$ cat src/rtl/mw_eeprom_host.sv
`timescale 1ns/1ps
module mw_eeprom_host #(
  parameter int CLK_DIV  = 2,
  parameter int CSL_MIN  = 8,
  parameter int POLL_MAX = 200,
  parameter int LEN_W    = 4
) (
  input  logic             clk,
  input  logic             rst_n,
  input  logic             cmd_valid,
  output logic             cmd_ready,
  input  logic [2:0]       cmd_op,
  input  logic [10:0]      cmd_addr,
  input  logic [15:0]      cmd_wdata,
  input  logic             cmd_x16,
  input  logic [LEN_W-1:0] cmd_more,
  output logic             rd_valid,
  output logic [15:0]      rd_data,
  output logic             done,
  output logic             err,
  output logic             mw_cs,
  output logic             mw_clk,
  output logic             mw_di,
  input  logic             mw_do
);
  localparam int DW = $clog2((CLK_DIV > CSL_MIN ? CLK_DIV : CSL_MIN) + 1);
  localparam int TW = $clog2(POLL_MAX + 1);
  localparam int CW = $clog2(14 + 16 * (1 << LEN_W) + 1);
  localparam logic [2:0] OP_READ = 3'd0, OP_WRITE = 3'd1, OP_ERASE = 3'd2,
                         OP_ERAL = 3'd3, OP_WRAL = 3'd4, OP_EWEN = 3'd5;

  typedef enum logic [2:0] {S_IDLE, S_SETUP, S_LOW, S_HIGH, S_GAP, S_POLL, S_END} st_t;

  st_t            st;
  logic [DW-1:0]  div;
  logic [TW-1:0]  tmo;
  logic [CW-1:0]  bitn, total, ftot;
  logic [31:0]    sh, frame;
  logic [2:0]     op_q;
  logic           x16_q, clr;
  logic [3:0]     wb;
  logic [15:0]    rx;
  logic [1:0]     opc, spc;
  logic [9:0]     a16;
  logic [10:0]    a8;

  wire special = (cmd_op >= OP_ERAL);
  wire tick    = (div == DW'(CLK_DIV - 1));
  wire gap_end = (div == DW'(CSL_MIN - 1));
  wire prog    = (op_q == OP_WRITE) || (op_q == OP_ERASE) || (op_q == OP_ERAL) || (op_q == OP_WRAL);
  wire capture = (op_q == OP_READ) && (bitn >= CW'(x16_q ? 13 : 14));
  wire wlast   = (wb == (x16_q ? 4'd15 : 4'd7));

  always_comb begin
    case (cmd_op)
      OP_READ:  opc = 2'b10;
      OP_WRITE: opc = 2'b01;
      OP_ERASE: opc = 2'b11;
      default:  opc = 2'b00;
    endcase
    case (cmd_op)
      OP_ERAL: spc = 2'b10;
      OP_WRAL: spc = 2'b01;
      OP_EWEN: spc = 2'b11;
      default: spc = 2'b00;
    endcase
    a16   = special ? {spc, 8'b0} : cmd_addr[9:0];
    a8    = special ? {spc, 9'b0} : cmd_addr;
    frame = cmd_x16 ? {1'b1, opc, a16, cmd_wdata, 3'b0}
                    : {1'b1, opc, a8, cmd_wdata[7:0], 10'b0};
    if (cmd_op == OP_READ)
      ftot = cmd_x16 ? CW'(13 + 16 * (int'(cmd_more) + 1)) : CW'(14 + 8 * (int'(cmd_more) + 1));
    else if (cmd_op == OP_WRITE || cmd_op == OP_WRAL)
      ftot = cmd_x16 ? CW'(29) : CW'(22);
    else
      ftot = cmd_x16 ? CW'(13) : CW'(14);
  end

  assign cmd_ready = (st == S_IDLE);
  assign mw_cs     = (st == S_SETUP) || (st == S_LOW) || (st == S_HIGH) || (st == S_POLL);
  assign mw_clk    = (st == S_HIGH);
  assign mw_di     = ((st == S_LOW) || (st == S_HIGH)) && sh[31];

  always_ff @(posedge clk) begin
    if (!rst_n) begin
      st <= S_IDLE; div <= '0; tmo <= '0; bitn <= '0; total <= '0; sh <= '0;
      op_q <= '0; x16_q <= 1'b0; clr <= 1'b0; wb <= '0; rx <= '0;
      rd_valid <= 1'b0; rd_data <= '0; done <= 1'b0; err <= 1'b0;
    end else begin
      done     <= 1'b0;
      rd_valid <= 1'b0;
      case (st)
        S_IDLE: if (cmd_valid) begin
          op_q <= cmd_op; x16_q <= cmd_x16; sh <= frame; total <= ftot;
          bitn <= '0; clr <= 1'b0; err <= 1'b0; div <= '0; wb <= '0;
          st <= S_SETUP;
        end
        S_SETUP, S_LOW: if (tick) begin
          div <= '0;
          st  <= (st == S_SETUP) ? S_LOW : S_HIGH;
        end else div <= div + DW'(1);
        S_HIGH: if (tick) begin
          div  <= '0;
          sh   <= sh << 1;
          bitn <= bitn + CW'(1);
          if (capture) begin
            rx <= {rx[14:0], mw_do};
            if (wlast) begin
              rd_valid <= 1'b1;
              rd_data  <= x16_q ? {rx[14:0], mw_do} : {8'h00, rx[6:0], mw_do};
              wb       <= '0;
            end else wb <= wb + 4'd1;
          end
          if (bitn == total - CW'(1)) st <= (prog && !clr) ? S_GAP : S_END;
          else                        st <= S_LOW;
        end else div <= div + DW'(1);
        S_GAP: if (gap_end) begin
          div <= '0; tmo <= '0; st <= S_POLL;
        end else div <= div + DW'(1);
        S_POLL: if (tmo >= TW'(CLK_DIV) && mw_do) begin
          sh <= 32'h8000_0000; total <= CW'(1); bitn <= '0; clr <= 1'b1; div <= '0;
          st <= S_LOW;
        end else if (tmo == TW'(POLL_MAX - 1)) begin
          err <= 1'b1; div <= '0; st <= S_END;
        end else tmo <= tmo + TW'(1);
        S_END: if (gap_end) begin
          done <= 1'b1; st <= S_IDLE;
        end else div <= div + DW'(1);
        default: st <= S_IDLE;
      endcase
    end
  end

  assert_idle_quiet_R2: assert property (@(posedge clk) disable iff (!rst_n)
    cmd_ready |-> (!mw_cs && !mw_clk));
  assert_cs_rise_safe_R6: assert property (@(posedge clk) disable iff (!rst_n)
    $rose(mw_cs) |-> (!mw_clk && !mw_di));
  assert_di_hold_high_R6: assert property (@(posedge clk) disable iff (!rst_n)
    (mw_clk && $past(mw_clk)) |-> $stable(mw_di));
  assert_rd_only_read_R7: assert property (@(posedge clk) disable iff (!rst_n)
    rd_valid |-> (op_q == OP_READ));
  assert_err_at_cs_low_R10: assert property (@(posedge clk) disable iff (!rst_n)
    $rose(err) |-> !mw_cs);
  assert_done_single_R11: assert property (@(posedge clk) disable iff (!rst_n)
    done |=> !done);
  assert_done_cs_low_R11: assert property (@(posedge clk) disable iff (!rst_n)
    done |-> (!mw_cs && !$past(mw_cs)));
endmodule

$ cat config.mk
export PLATFORM = sky130hd
export DESIGN_NAME = mw_eeprom_host
export DESIGN_NICKNAME = d
export VERILOG_FILES = /design/src/rtl/mw_eeprom_host.sv
export SDC_FILE = /design/constraint.sdc
export NUM_CORES = 1
export LEC_CHECK = 0
export BUFFER_PORTS_ARGS = -buffer_cell sky130_fd_sc_hd__buf_4
export CORE_MARGIN = 2
export CORE_UTILIZATION = 50
export DETAILED_ROUTE_END_ITERATION = 6
export PLACE_DENSITY = 0.7
export SYNTH_ARGS = -nofsm -noshare
export SYNTH_HDL_FRONTEND = slang
export SYNTH_SLANG_ARGS = --single-unit
$ cat constraint.sdc
create_clock -name clk -period 6.4 [get_ports clk]
set_input_delay 0.64 -clock clk [delete_from_list [all_inputs] [get_ports clk]]
set_output_delay 0.64 -clock clk [all_outputs]
set_load 0.005 [all_outputs]
==> results of run 1 <==
==> worst paths after layout <==
kind	cells after the start	endpoint	start	slack, ns
max reg2reg	8	bitn[5]$_SDFFE_PN0P_	st[0]$_SDFFE_PN0P_	3.24
min	2	rd_data[9]$_SDFFE_PN0P_	rd_data[9]$_SDFFE_PN0P_	0.46
min reg2reg	2	rd_data[9]$_SDFFE_PN0P_	rd_data[9]$_SDFFE_PN0P_	0.46
max	8	bitn[5]$_SDFFE_PN0P_	st[0]$_SDFFE_PN0P_	3.24
==> cell families (layout without fill, tap and decap cells) <==
group / count (synthesis) / count (layout) / synth area share
fa+ha+maj: 11 / 11 / 0.0261
buf+inv: 56 / 95 / 0.0439
compound gates: 154 / 154 / 0.183
xor+xnor: 28 / 28 / 0.0465
simple gates: 263 / 263 / 0.229
flops: 105 / 105 / 0.399
mux: 38 / 38 / 0.0733
==> metrics by stage <==
step	worst slack [ns]	hold WS [ns]	instances
floorplan	4.07	0.444	655
global placement	3.37	0.441	814
detailed placement	3.29	0.445	814
CTS	3.26	0.458	830
global route	2.93	0.480	830
finish	3.24	0.457	830
==> synth_stat cells (13+ instances only) <==
| cell type | n |
|---|---|
| dfxtp_1 | 105 |
| nor2_1 | 89 |
| nand2_1 | 78 |
| a21oi_1 | 50 |
| o21ai_0 | 36 |
| clkbuf_1 | 34 |
| mux2i_1 | 33 |
| nand3_1 | 27 |
| o211ai_1 | 20 |
| xor2_1 | 15 |
| inv_1 | 14 |
| nor3_1 | 14 |
| xnor2_1 | 13 |
==> final cells by class <==
cell class                 count  area, um2  share of cell area
clock inverter                 5       78.8              0.0132
inverter                      14       52.6             0.00878
timing repair buffer          65        488              0.0815
sequential                   105       2100               0.351
clock buffer                  11        141              0.0236
multi-input combinational    494       2960               0.494
tap                          136        170              0.0284
==> layout by cell type (no fill, tap or decap), types with 13 or more instances in the layout <==
cell and n:
buf_4 65, xor2_1 15, nor2_1 89, xnor2_1 13, nand2_1 78, o21ai_0 36
nand3_1 27, nor3_1 14, a21oi_1 50, dfxtp_1 105, o211ai_1 20, inv_1 13
mux2i_1 33
==> layer usage <==
metal	share of wire	routed length (um)	up-vias
li1	-	-	2371
met1	0.50	6090	2160
met2	0.45	5550	98
met3	0.038	463	15
met4	0.014	176	0
met5	0	0	-
==> state kept, by name, summed over array words and instances (netlist names), 3 cells and up <==
name / flops
sh: 29
rd_data: 16
wb: 4
div: 4
st: 3
tmo: 8
rx: 15
total: 9
op_q: 3
bitn: 9
==> where the power goes <==
part / total [mW] / internal [mW] / switching [mW]
Sequential: 0.863 / 0.762 / 0.101
Clock: 0.457 / 0.231 / 0.226
Combinational: 0.701 / 0.284 / 0.417
==> critical path, delay by kind of cell (launching register included) <==
family,cells,cell delay [ns]
xor gates and xnor gates,1,0.17
DFF,1,0.59
buffers and inverters,2,0.65
and+or+nand+nor,4,0.77
AOI/OAI and AO/OA,1,0.85
==> impl_metrics.json, run 1 <==
{
  "outcome": "finished clean",
  "arrival_ns": 3.42,
  "synth_edf_count": 0,
  "post_drt_wl_per_cell_um": 14.8,
  "use_met1": 0.308,
  "relSlewSlack": 0.356,
  "antennaDiodeCount": 0,
  "grt_pass1_wl_um": 20500,
  "drive_gt1_frac": 0.135,
  "ys_warn_count": 0,
  "clkSinkCount": 105,
  "cts_resized": 0,
  "powerDensity_mw_per_mm2": 338,
  "p_leak_nw": 2.38,
  "slowest_delay_ns": 0.85,
  "core_area_mm2": 0.0103,
  "use_met3": 0.0377,
  "clk_latency_ns": 0.38,
  "cts_hold_buf": 0,
  "crit_chain": "nand3b_1 -> inv_1 -> nor2_1 -> a221oi_4 -> buf_4 -> nand4_1 -> xor2_1 -> nor2_1",
  "initialDrtViolationCount": 246,
  "holdCritPathClass": "flop to flop",
  "fmaxAchievable_ghz": 0.316,
  "dp_hpwl_um": 8390,
  "io_buffers": 61,
  "globalRoute.busiestLayer": "met2",
  "critPathRequiredTime_ns": 6.66,
  "post-cts-setup-buffers": 0,
  "synth.distinct_cells": 51,
  "synth.area.top_cells": "dfxtp_1 40%, nor2_1 6.3%, mux2i_1 6.3%, nand2_1 5.6%, a21oi_1 4.7%",
  "ant_nets": 0,
  "cpMostUsedCell": "nor2_1",
  "async_flop_share": 0,
  "synth_flop_cell": "dfxtp_1",
  "cts_max_level": 3,
  "via_per_inst": 5.60,
  "die-area_mm2": 0.0114,
  "crit_slowest_cell": "a221oi_4",
  "fin_worst_skew_ns": 0.0105,
  "met2_usage": 0.346,
  "syn-mean-instance-area_um2": 8.05,
  "critPathMaxFanout": 39,
  "worst_pin_slew_ns": 0.966,
  "vdd_drop_max_mv": 0.206,
  "start_util": 0.513,
  "utilization": 0.583,
  "num_io_pins": 62,
  "num_rows": 37,
  "antenna_found_initial": 0,
  "overflow": 0,
  "numCtsBuffers": 9,
  "syn_area_mm2": 0.00527,
  "design_area_mm2": 0.00599,
  "grt_max_degree": 49,
  "setup.worst_path.class": "flop to flop",
  "postPlaceCellArea_mm2": 0.00577,
  "cts_tree": "built",
  "die_h_um": 107,
  "fp.dieW_um": 107,
  "hold_viol_final": 0,
  "wl_um": 12300,
  "setup_tns_ns": 0,
  "cts.path.max_buffers": 2,
  "grt_pass1_vias": 4238,
  "drc": 0,
  "dr.pass1.iters": 5,
  "area_growth_pct": 13.6,
  "final_nets": 739,
  "crit_path_end_kind": "flop",
  "start_kind": "flop",
  "num_vias": 4644,
  "syn_inst": 655,
  "post-route-period-util": 0.494,
  "fillers": 935,
  "yosysTopAreaCellShare": 0.399,
  "rsz0062_at_grt": "no",
  "synth_largest_area_cell": "dfxtp_1",
  "drv_slew": 0,
  "gp_congestion": 0.842,
  "p_total_mw": 2.02,
  "synth_nets": 705,
  "root_buffer": "clkbuf_8",
  "finalSetupViolations": 0,
  "drv_cap": 0,
  "grt_usage": 0.221,
  "clk_pin_slew_ns": 0.10,
  "yosysSeqAreaShare": 0.399,
  "fin_crit_ns": 3.16,
  "ys_ff_latch": 105
}
Note: power is estimated with default switching activity, not from simulation.
==> run 2: changes to the inputs <==
clock period = 3.24 ns   (was 6.4 ns; I/O delays follow)
==> run 2 against run 1 <==
Total power up 100%. Die area is the same. Critical path depth unchanged. Clock power grew 110%. Worst setup slack got worse by 2.7 ns. Global-route usage down 0.13 points. Utilization is 0.45 points higher. Combinational power grew 100%. First-iteration DRC count is 5.7% higher. Final cell count up 0.60%.
==> impl_metrics.json, run 2 (synthesis results as in run 1) <==
{
  "regMostFlops": "sh",
  "met2_usage": 0.356,
  "post_drt_wl_per_cell_um": 14.5,
  "area_growth_pct": 14.5,
  "antennaDiodeCount": 0,
  "drv_slew": 0,
  "reg.largest.list": "sh (29), rd_data (16), rx (15)",
  "setup.worst_path.class": "flop to flop",
  "core_area_mm2": 0.0103,
  "use_met1": 0.292,
  "overflow": 0,
  "rsz0062_at_grt": "no",
  "gp_congestion": 0.918,
  "critPathTopFamily": "compound AO/OA/AOI/OAI gates",
  "final_cell_mix": "105 x dfxtp_1, 89 x nor2_1, 78 x nand2_1, 70 x buf_4, 50 x a21oi_1",
  "clk_pin_slew_ns": 0.10,
  "initialDrtViolationCount": 260,
  "largest_reg_flops": 29,
  "crit_chain": "inv_1 -> ha_1 -> or4_4 -> o31ai_1 -> o21ai_0 -> nor4_1 -> xnor2_1 -> nor2_1",
  "crit_path_end_kind": "flop",
  "globalRoute.busiestLayer": "met2",
  "final_nets": 744,
  "dr.pass1.iters": 4,
  "layoutNonFillerInstCount": 835,
  "hold_viol_final": 0,
  "antenna_found_initial": 0,
  "cp_num_buf_inv": 1,
  "ant_nets": 0,
  "fmaxAchievable_ghz": 0.371,
  "use_met3": 0.0468,
  "die_h_um": 107,
  "worst_pin_slew_ns": 0.696,
  "post-cts-setup-buffers": 0,
  "holdCritPathClass": "input port to flop",
  "start_util": 0.513,
  "cts_resized": 0,
  "drc": 0,
  "fp.dieW_um": 107,
  "relSlewSlack": 0.535,
  "num_vias": 4730,
  "reg2reg_slack_ns": 0.55,
  "arrival_ns": 2.94,
  "final_common_cell": "dfxtp_1",
  "critPathMaxFanout": 5,
  "cts_tree": "built",
  "clk_latency_ns": 0.39,
  "fin_crit_ns": 2.69,
  "wl_um": 12100,
  "root_buffer": "clkbuf_8",
  "post-route-period-util": 0.831,
  "setup_tns_ns": 0,
  "grt_max_degree": 55,
  "cts_hold_buf": 0,
  "cts_max_level": 3,
  "whs_ns": 0.227,
  "finalSetupViolations": 0,
  "drive_gt1_frac": 0.142,
  "num_io_pins": 62,
  "critPathRequiredTime_ns": 3.49,
  "powerDensity_mw_per_mm2": 673,
  "slowest_delay_ns": 0.57,
  "vdd_drop_max_mv": 0.315,
  "die-area_mm2": 0.0114,
  "clkSinkCount": 105,
  "dpl.cell_count": 819,
  "drv_cap": 0,
  "io_buffers": 61,
  "cts.path.max_buffers": 2,
  "num_rows": 37,
  "grt_usage": 0.220,
  "dp_hpwl_um": 8380,
  "via_per_inst": 5.66,
  "grt_pass1_vias": 4305,
  "start_kind": "flop",
  "crit_slowest_cell": "o31ai_1",
  "numCtsBuffers": 9,
  "outcome": "finished clean",
  "p_leak_nw": 2.41,
  "grt_pass1_wl_um": 20300,
  "fin_worst_skew_ns": 0.0126
}
## run 2: per-layer routing
| metal | vias to the layer above | share of wire |
|---|---|---|
| met2 | 116 | 0.46 |
| met4 | 0 | 0.017 |
| met5 | - | 0 |
| met3 | 18 | 0.053 |
| li1 | 2377 | - |
| met1 | 2219 | 0.47 |
## run 2: tightest hold or removal path: cells and delay by family
family | cells | cell delay (ns)
AOI/OAI and AO/OA | 1 | 0.06
buffers and inverters | 1 | 0.11
and+or+nand+nor | 1 | 0.07
## run 2: where the power goes
group | internal [mW] | leakage (nW) | switching (mW)
clock network | 0.480 | 0.117 | 0.462
registers | 1.51 | 0.854 | 0.203
logic | 0.582 | 1.44 | 0.825
## run 2: layout make-up
type	count	area, um2
repair buffers	70	526
well taps	136	170
multi-input cells	494	2960
clock inverters	4	73.8
inverters	14	52.6
fillers	973	4240
clock buffers	12	155
flip-flops and latches	105	2100
## run 2: path summary, 6_finish.rpt
check	end	depth (start not counted)	start
setup / recovery	tmo[7]$_SDFFE_PN0P_	8	tmo[0]$_SDFFE_PN0P_
setup reg to reg	tmo[7]$_SDFFE_PN0P_	8	tmo[0]$_SDFFE_PN0P_
hold / removal	sh[3]$_SDFFE_PN0P_	3	cmd_wdata[0]
hold reg to reg	rd_data[8]$_SDFFE_PN0P_	2	rd_data[8]$_SDFFE_PN0P_
## run 2: stage by stage
stage	instance area (um2)	utilization	setup WS [ns]	power (mW)
finish	6030	0.587	0.547	4.06
global placement	5810	0.565	0.698	3.07
detailed placement	5810	0.565	0.558	3.13
global route	6030	0.587	0.263	4.35
CTS	6030	0.587	0.548	4.08
floorplan	5270	-	0.906	2.76
==> run 3: changes to the inputs <==
PLACE_DENSITY = 0.73   (was 0.7)
clock period = 2.3 ns   (was 3.24 ns; I/O delays follow)
==> run 3 against run 2 <==
The run now ends with negative setup slack left. Utilization increased by 3.3 points. Clock skew increased by 0.0024 ns. Global-route usage increased by 0.43 points. Sequential share of layout area decreased by 1.8 points. Non-clock buffer count increased by 31. Via count increased by 3.3%. Largest power group is now combinational cells.
==> impl_metrics.json, run 3 (synthesis results as in run 1) <==
{
  "outcome": "finished, violations left",
  "violations": "negative setup slack",
  "p_leak_nw": 2.59,
  "finalSetupViolations": 1,
  "fmaxAchievable_ghz": 0.434,
  "drv_cap": 0,
  "start_kind": "flop",
  "fin_crit_ns": 2.30,
  "post_drt_wl_per_cell_um": 14.5,
  "p_total_mw": 5.99,
  "hold_viol_final": 0,
  "num_io_pins": 62,
  "relSlewSlack": 0.575,
  "dpl.cell_count": 844,
  "dp_hpwl_um": 8790,
  "arrival_ns": 2.61,
  "globalRoute.busiestLayer": "met2",
  "layoutNonFillerInstCount": 866,
  "core_area_mm2": 0.0103,
  "use_met1": 0.290,
  "antenna_found_initial": 0,
  "grt_pass1_vias": 4480,
  "setup.worst_path.class": "flop to flop",
  "rsz0062_at_grt": "yes",
  "crit_chain": "inv_4 -> ha_4 -> or4_4 -> o31a_1 -> a2111o_1 -> or3_4 -> a21oi_2",
  "largest_reg_flops": 29,
  "reg2reg_slack_ns": -0.003,
  "area_growth_pct": 20.8,
  "via_per_inst": 5.64,
  "antennaDiodeCount": 0,
  "clk_pin_slew_ns": 0.11,
  "die-area_mm2": 0.0114,
  "worst_pin_slew_ns": 0.633,
  "post-route-period-util": 1.00,
  "clk_latency_ns": 0.38,
  "powerDensity_mw_per_mm2": 941,
  "fp.dieW_um": 107,
  "overflow": 0,
  "slowest_delay_ns": 0.43,
  "drive_gt1_frac": 0.199,
  "setup_tns_ns": -0.00264,
  "cts.path.max_buffers": 2,
  "met2_usage": 0.378,
  "drc": 0,
  "final_common_cell": "dfxtp_1",
  "grt_max_degree": 84,
  "fin_worst_skew_ns": 0.0150,
  "reg.largest.list": "sh (29), rd_data (16), rx (15)",
  "final_cell_mix": "104 x dfxtp_1, 95 x buf_4, 87 x nor2_1, 78 x nand2_1, 48 x a21oi_1",
  "holdCritPathClass": "input port to flop",
  "cts_max_level": 3,
  "vdd_drop_max_mv": 0.513,
  "gp_congestion": 0.843,
  "grt_pass1_wl_um": 20800,
  "whs_ns": 0.129,
  "final_nets": 775,
  "root_buffer": "clkbuf_8",
  "worst_slack_ns": -0.00264,
  "start_util": 0.513,
  "critPathRequiredTime_ns": 2.61,
  "io_buffers": 61,
  "ant_nets": 0,
  "cts_hold_buf": 0,
  "num_vias": 4888,
  "critPathMaxFanout": 3,
  "use_met3": 0.0426,
  "initialDrtViolationCount": 283,
  "cts_tree": "built",
  "fillers": 917,
  "wl_um": 12500,
  "num_rows": 37,
  "crit_path_end_kind": "flop",
  "die_h_um": 107,
  "regMostFlops": "sh",
  "crit_slowest_cell": "or4_4",
  "numCtsBuffers": 9,
  "grt_usage": 0.224,
  "dr.pass1.iters": 4,
  "clkSinkCount": 105,
  "drv_slew": 0,
  "utilization": 0.620
}
## run 3: worst max-delay path: cells and delay by family (launching register included)
kind,cells,cell delay (ns)
compound gates,3,0.89
flops,1,0.37
buf+inv,1,0.04
simple gates,2,0.78
fa+ha+maj,1,0.14
## run 3: stage by stage
| step | worst slack [ns] | instance area (um2) |
|---|---|---|
| 2_1_floorplan | 0.0118 | 5270 |
| 5_1_grt | -0.102 | 6370 |
| 3_3_place_gp | 0.0511 | 6030 |
| 6_report | -0.00264 | 6370 |
| 4_1_cts | -0.0251 | 6330 |
| 3_5_place_dp | -0.0936 | 6030 |
## run 3: layout make-up
cell class                      instances  area (um2)  share of cell area
Inverter                               14        55.1             0.00864
Timing Repair Buffer                  101         816               0.128
Tap cell                              136         170              0.0267
Clock inverter                          7        83.8              0.0132
Clock buffer                            9         124              0.0194
Sequential cell                       105        2100               0.330
Multi-Input combinational cell        494        3020               0.474
## run 3: final timing paths
check | start | to | cells after the start
worst max register to register | tmo[0]$_SDFFE_PN0P_ | tmo[4]$_SDFFE_PN0P_ | 7
worst max-delay path | tmo[0]$_SDFFE_PN0P_ | tmo[4]$_SDFFE_PN0P_ | 7
worst min-delay path | cmd_wdata[0] | sh[3]$_SDFFE_PN0P_ | 3
worst min register to register | rd_data[10]$_SDFFE_PN0P_ | rd_data[10]$_SDFFE_PN0P_ | 2
## run 3: power by group
part / internal (mW) / total (mW) / switching, mW
Combinational: 1.11 / 2.44 / 1.33
Clock: 0.527 / 1.21 / 0.686
Sequential: 2.12 / 2.33 / 0.213
Total: 3.76 / 5.99 / 2.23
## run 3: routing by layer
metal	part of all wire	wire (um)
met2	0.48	6060
met1	0.44	5510
met5	0	0
met4	0.018	231
met3	0.058	727
## run 3: timing repair
action                     in CTS  in global routing
setup endpoints to repair       2                 34
resized for setup              12                  9
pin swaps                       5                  8
buffers inserted                5                  2
